==> src/rtl/intr_pkg.sv <==
package intr_pkg;
  localparam int NSRC  = 3;
  localparam int SRC_W = 2;
  localparam int CTL_W = 4;

  // bit position of each source's enable inside the control register
  function automatic int en_pos(input int src);
    case (src)
      0:       return 0;
      1:       return 2;
      default: return 3;
    endcase
  endfunction
endpackage

==> src/rtl/intr_ctl_reg.sv <==
module intr_ctl_reg #(
  parameter int CTL_W = intr_pkg::CTL_W
) (
  input  logic             clk,
  input  logic             rst_n,
  input  logic             pwr_down_i,
  input  logic             wr_i,
  input  logic [CTL_W-1:0] wr_data_i,
  input  logic             rd_i,
  output logic [CTL_W-1:0] ctl_q,
  output logic [CTL_W-1:0] rd_data_o
);
  // power-down clear outranks a load in the same cycle
  always_ff @(posedge clk) begin
    if (!rst_n)          ctl_q <= '0;
    else if (pwr_down_i) ctl_q <= '0;
    else if (wr_i)       ctl_q <= wr_data_i;
  end

  assign rd_data_o = rd_i ? ctl_q : '0;
endmodule

==> src/rtl/intr_req_bank.sv <==
module intr_req_bank #(
  parameter int NSRC = intr_pkg::NSRC
) (
  input  logic            clk,
  input  logic            rst_n,
  input  logic [NSRC-1:0] set_i,
  input  logic [NSRC-1:0] clr_i,
  output logic [NSRC-1:0] flag_q
);
  for (genvar s = 0; s < NSRC; s++) begin : g_flag
    // a new event wins over a clear in the same cycle
    always_ff @(posedge clk) begin
      if (!rst_n)        flag_q[s] <= 1'b0;
      else if (set_i[s]) flag_q[s] <= 1'b1;
      else if (clr_i[s]) flag_q[s] <= 1'b0;
    end
  end
endmodule

==> src/rtl/intr_gate.sv <==
module intr_gate #(
  parameter int NSRC  = intr_pkg::NSRC,
  parameter int SRC_W = intr_pkg::SRC_W
) (
  input  logic             clk,
  input  logic             rst_n,
  input  logic             ei_i,
  input  logic             di_i,
  input  logic             boundary_i,
  input  logic [NSRC-1:0]  pend_i,
  output logic             take_o,
  output logic [SRC_W-1:0] src_o,
  output logic [NSRC-1:0]  win_o
);
  logic ie_q;    // global enable
  logic hold_q;  // enable set, but the enabling instruction has not ended yet
  logic ie_eff;
  logic [SRC_W-1:0] src_c;
  logic [NSRC-1:0]  win_c;

  assign ie_eff = ie_q & ~hold_q;
  assign take_o = boundary_i & ie_eff & (|pend_i);

  always_ff @(posedge clk) begin
    if (!rst_n) begin
      ie_q   <= 1'b0;
      hold_q <= 1'b0;
    end else if (di_i || take_o) begin
      ie_q   <= 1'b0;
      hold_q <= 1'b0;
    end else if (ei_i) begin
      ie_q   <= 1'b1;
      hold_q <= ~boundary_i;
    end else if (boundary_i) begin
      hold_q <= 1'b0;
    end
  end

  // fixed priority: lowest index wins
  always_comb begin
    src_c = '0;
    win_c = '0;
    for (int s = NSRC - 1; s >= 0; s--) begin
      if (pend_i[s]) begin
        src_c    = SRC_W'(s);
        win_c    = '0;
        win_c[s] = 1'b1;
      end
    end
  end

  assign src_o = take_o ? src_c : '0;
  assign win_o = take_o ? win_c : '0;
endmodule

==> src/rtl/intr_skip_ctl.sv <==
module intr_skip_ctl #(
  parameter int NSRC  = intr_pkg::NSRC,
  parameter int SRC_W = intr_pkg::SRC_W,
  parameter int CTL_W = intr_pkg::CTL_W
) (
  input  logic             clk,
  input  logic             rst_n,
  input  logic             pwr_down_i,
  input  logic [NSRC-1:0]  evt_i,
  input  logic             ei_i,
  input  logic             di_i,
  input  logic             ctl_wr_i,
  input  logic [CTL_W-1:0] acc_i,
  input  logic             ctl_rd_i,
  output logic [CTL_W-1:0] ctl_rd_data_o,
  input  logic             skip_test_i,
  input  logic [SRC_W-1:0] skip_sel_i,
  output logic             skip_o,
  input  logic             boundary_i,
  output logic             irq_take_o,
  output logic [SRC_W-1:0] irq_src_o
);
  logic [CTL_W-1:0] ctl_q;
  logic [NSRC-1:0]  en_v;
  logic [NSRC-1:0]  flag_q;
  logic [NSRC-1:0]  sel_oh;
  logic [NSRC-1:0]  skip_clr;
  logic [NSRC-1:0]  win;
  logic [NSRC-1:0]  clr;

  intr_ctl_reg #(.CTL_W(CTL_W)) u_ctl (
    .clk       (clk),
    .rst_n     (rst_n),
    .pwr_down_i(pwr_down_i),
    .wr_i      (ctl_wr_i),
    .wr_data_i (acc_i),
    .rd_i      (ctl_rd_i),
    .ctl_q     (ctl_q),
    .rd_data_o (ctl_rd_data_o)
  );

  for (genvar s = 0; s < NSRC; s++) begin : g_src
    localparam int P = intr_pkg::en_pos(s);
    assign en_v[s]   = ctl_q[P];
    assign sel_oh[s] = (skip_sel_i == SRC_W'(s));
  end

  // polling only counts for sources whose interrupt is disabled
  assign skip_clr = {NSRC{skip_test_i}} & sel_oh & ~en_v & flag_q;
  assign skip_o   = |skip_clr;
  assign clr      = skip_clr | win;

  intr_req_bank #(.NSRC(NSRC)) u_req (
    .clk   (clk),
    .rst_n (rst_n),
    .set_i (evt_i),
    .clr_i (clr),
    .flag_q(flag_q)
  );

  intr_gate #(.NSRC(NSRC), .SRC_W(SRC_W)) u_gate (
    .clk       (clk),
    .rst_n     (rst_n),
    .ei_i      (ei_i),
    .di_i      (di_i),
    .boundary_i(boundary_i),
    .pend_i    (flag_q & en_v),
    .take_o    (irq_take_o),
    .src_o     (irq_src_o),
    .win_o     (win)
  );
endmodule

==> config.mk <==
export PLATFORM = sky130hd
export DESIGN_NAME = intr_skip_ctl
export DESIGN_NICKNAME = d
export VERILOG_FILES = /design/src/rtl/intr_pkg.sv /design/src/rtl/intr_ctl_reg.sv /design/src/rtl/intr_req_bank.sv /design/src/rtl/intr_gate.sv /design/src/rtl/intr_skip_ctl.sv
export SDC_FILE = /design/constraint.sdc
export NUM_CORES = 1
export LEC_CHECK = 0
export BUFFER_PORTS_ARGS = -buffer_cell sky130_fd_sc_hd__buf_2
export CAP_MARGIN = 20
export CORE_AREA = 4 4 43 45
export CTS_BUF_LIST = sky130_fd_sc_hd__clkbuf_2 sky130_fd_sc_hd__clkbuf_4 sky130_fd_sc_hd__clkbuf_8
export DETAILED_ROUTE_END_ITERATION = 7
export DIE_AREA = 0 0 47 49
export PLACE_DENSITY = 0.74
export RECOVER_POWER = 50
export SLEW_MARGIN = 30
export SYNTH_ARGS = -nofsm -noshare
export SYNTH_HDL_FRONTEND = slang
export SYNTH_HIERARCHICAL = 1
export SYNTH_SLANG_ARGS = --single-unit
==> constraint.sdc <==
create_clock -name clk -period 1.95 [get_ports clk]
set_input_delay 0.585 -clock clk [delete_from_list [all_inputs] [get_ports clk]]
set_output_delay 0.585 -clock clk [all_outputs]
set_load 0.05 [all_outputs]
==> impl_metrics.toml <==
[global_routing]
grt_max_degree = 6
overflow = 0
antenna_found_initial = 0
grt_use_total = 0.1325
grt_pass1_vias = 502
grt_pass1_wl_um = 2145

[floorplanning]
start_util = 0.3750
fp.dieW_um = 47
coreArea_mm2 = 0.001471
die-area_mm2 = 0.002303
core.rowCount = 14
pin_count = 26
die_h_um = 49

[sta]
fin_crit_sh = 0.9953
clock.fmax_ghz = 0.5152
slew_headroom = 0.8103
finClkSkew_ns = 0.004493
setup_violations = 0
rsz0062_at_grt = "true"
worst_slack_ns = 0.009113
hold_violations = 0
tightest_slew_ns = 0.2845
period_needed_ns = 1.941
drv_slew = 0
tns_ns = 0

[cts]
htree_levels = 1
numCtsBuffers = 3
clock_latency_ns = 0.26
clock_sinks = 9
holdBufCountCts = 0
cts_tree = "yes"
clkTransAtPathRegs_ns = 0.06
clk_path_buf_depth = 2
root_buffer = "clkbuf_4"

[layout]
final_cell_mix = "buf_2, nor2_1, buf_4"
syn_to_final_growth_pct = 44.67
drive_gt1_frac = 0.5698
finalNetCount = 105
utilization = 0.5425
final_common_cell = "buf_2"
antennaDiodeCount = 0

[route]
post_drt_wl_per_cell_um = 12.83
ant_nets = 0
via_count = 498
postRouteWirelength_um = 1309
avgViaCountPerCell = 4.882
drt_pre_antenna_iters = 4
drc_errors = 0
first_iter_violations = 5

[pwr]
p_sw_w = 0.0001168
p_total_w = 0.0004516
internal_power_w = 0.0003348
p_leak_nw = 0.3995
clkPwrFrac = 0.360
power_density_mw_per_mm2 = 565.7
vdd_ir_drop_max_v = 0.0003016
combPwrFrac = 0.197
swShare = 0.2586
seqPwrFrac = 0.444

[worst_setup_path]
critical_path_class = "primary input to output pin"
crit_chain = "buf_8 -> and3b_1 -> o32a_1 -> buf_6"
crit_path_start_kind = "primary input"
worst_ep_arrival_time_ns = 1.36
worstPathMaxFanout = 4
slowest_delay_ns = 0.34
required_ns = 1.36
slowest_stage = "o32a_1"
crit_path_end_kind = "output pin"

[logic_synthesis]
synth.net_count = 72
syn_inst = 54
avgSynthCellArea_um2 = 10.22
ys_types = 22
synth_warnings = 6
synth_seq_cells = 9
synthesis.area_um2 = 551.8
yosysSeqAreaShare = 0.3265

[place]
gp_congestion = 0.6941
portBuffers = 25
place_ws_ns = -0.07022

[worst_hold_path]
min_path_type = "flip-flop to flip-flop"

[run_status]
status = "finished, final reports clean"

[job]
max_cap_violations = 0
Yosys cell counts:
cell type  count  area [um2]
nor2b_4        3       41.29
o32a_1         1       10.01
inv_1          1       3.750
o221a_2        1       11.26
and4bb_2       1       12.51
a21o_1         1       7.510
nor3_2         1       10.01
a21o_2         1       8.760
nand3b_4       1       20.02
dfxtp_1        9       180.2
buf_4          2       15.01
and2_1         7       43.79
nor2b_1        2       12.51
nand2b_1       1       6.260
nor2_1         8       30.03
a41o_1         1       10.01
buf_6          1       11.26
o21a_1         3       22.52
nor3b_1        3       22.52
nor4b_4        1       23.77
mux2i_1        4       40.04
and3b_1        1       8.760
path summary, 6_finish.rpt:
check / from / endpoint / slack [ns] / cells after the start
max: skip_sel_i[0] / skip_o / 0.009 / 4
min: u_gate/hold_q / u_gate/hold_q / 0.48 / 2
max reg2reg: u_gate/hold_q / u_req/flag_q[2] / 0.47 / 7
min reg2reg: u_gate/hold_q / u_gate/hold_q / 0.48 / 2
critical path: cells and delay by family:
kind | cells | cell delay (ns)
simple gates | 1 | 0.17
buf+inv | 2 | 0.26
compound gates | 1 | 0.34
area by class of cell:
| type | instances | area (um2) |
|---|---|---|
| multi-input cells | 41 | 356.6 |
| fillers | 142 | 673.1 |
| well taps | 16 | 20.02 |
| clock buffers | 4 | 30.03 |
| repair buffers | 31 | 202.7 |
| flip-flops and latches | 9 | 185.2 |
| inverters | 1 | 3.754 |
metrics by stage:
step                hold WS, ns  instance area [um2]  cells
finish                   0.4821                798.3    102
global route             0.5133                798.3    102
CTS                      0.4902                764.5    101
detailed placement       0.4816                713.2     97
global placement         0.4670                713.2     97
floorplan                0.4515                556.8     54
registers in the layout, summed over array words and instances (netlist names):
name and count:
u_req/flag_q 3, u_gate/ie_q 1, u_gate/hold_q 1, u_ctl/ctl_q 4
what timing repair did:
item                       CTS  global route
pin swaps                    2             2
setup buffers                0             1
gates resized for setup      7            12
setup endpoints to repair    3             4
cloned                       0             0
kinds of logic (layout without fill, tap and decap cells):
family,Yosys count,after routing,synth area share
multiplexers,4,4,0.07257
buffers and inverters,4,36,0.05441
AO/OA/AOI/OAI,8,8,0.1270
flip-flops,9,9,0.3265
AND/OR/NAND/NOR,29,29,0.4195
metal layers:
| metal | global-route usage | share of wire | vias up |
|---|---|---|---|
| met1 | 0.1542 | 0.42 | 235 |
| li1 | - | - | 249 |
| met4 | 0.06912 | 0.017 | 0 |
| met3 | 0.04428 | 0.033 | 2 |
| met5 | 0 | 0 | - |
| met2 | 0.2059 | 0.53 | 12 |
power groups by stage:
stage / registers (W) / logic [W] / clock network, W
6_report: 0.000200 / 0.0000888 / 0.000162
5_1_grt: 0.000202 / 0.0000964 / 0.000175
4_1_cts: 0.000200 / 0.0000865 / 0.000165
3_5_place_dp: 0.000204 / 0.0000826 / 0
3_3_place_gp: 0.000203 / 0.0000810 / 0
2_1_floorplan: 0.000202 / 0.0000516 / 0
Power figures use the tool's default switching activity.
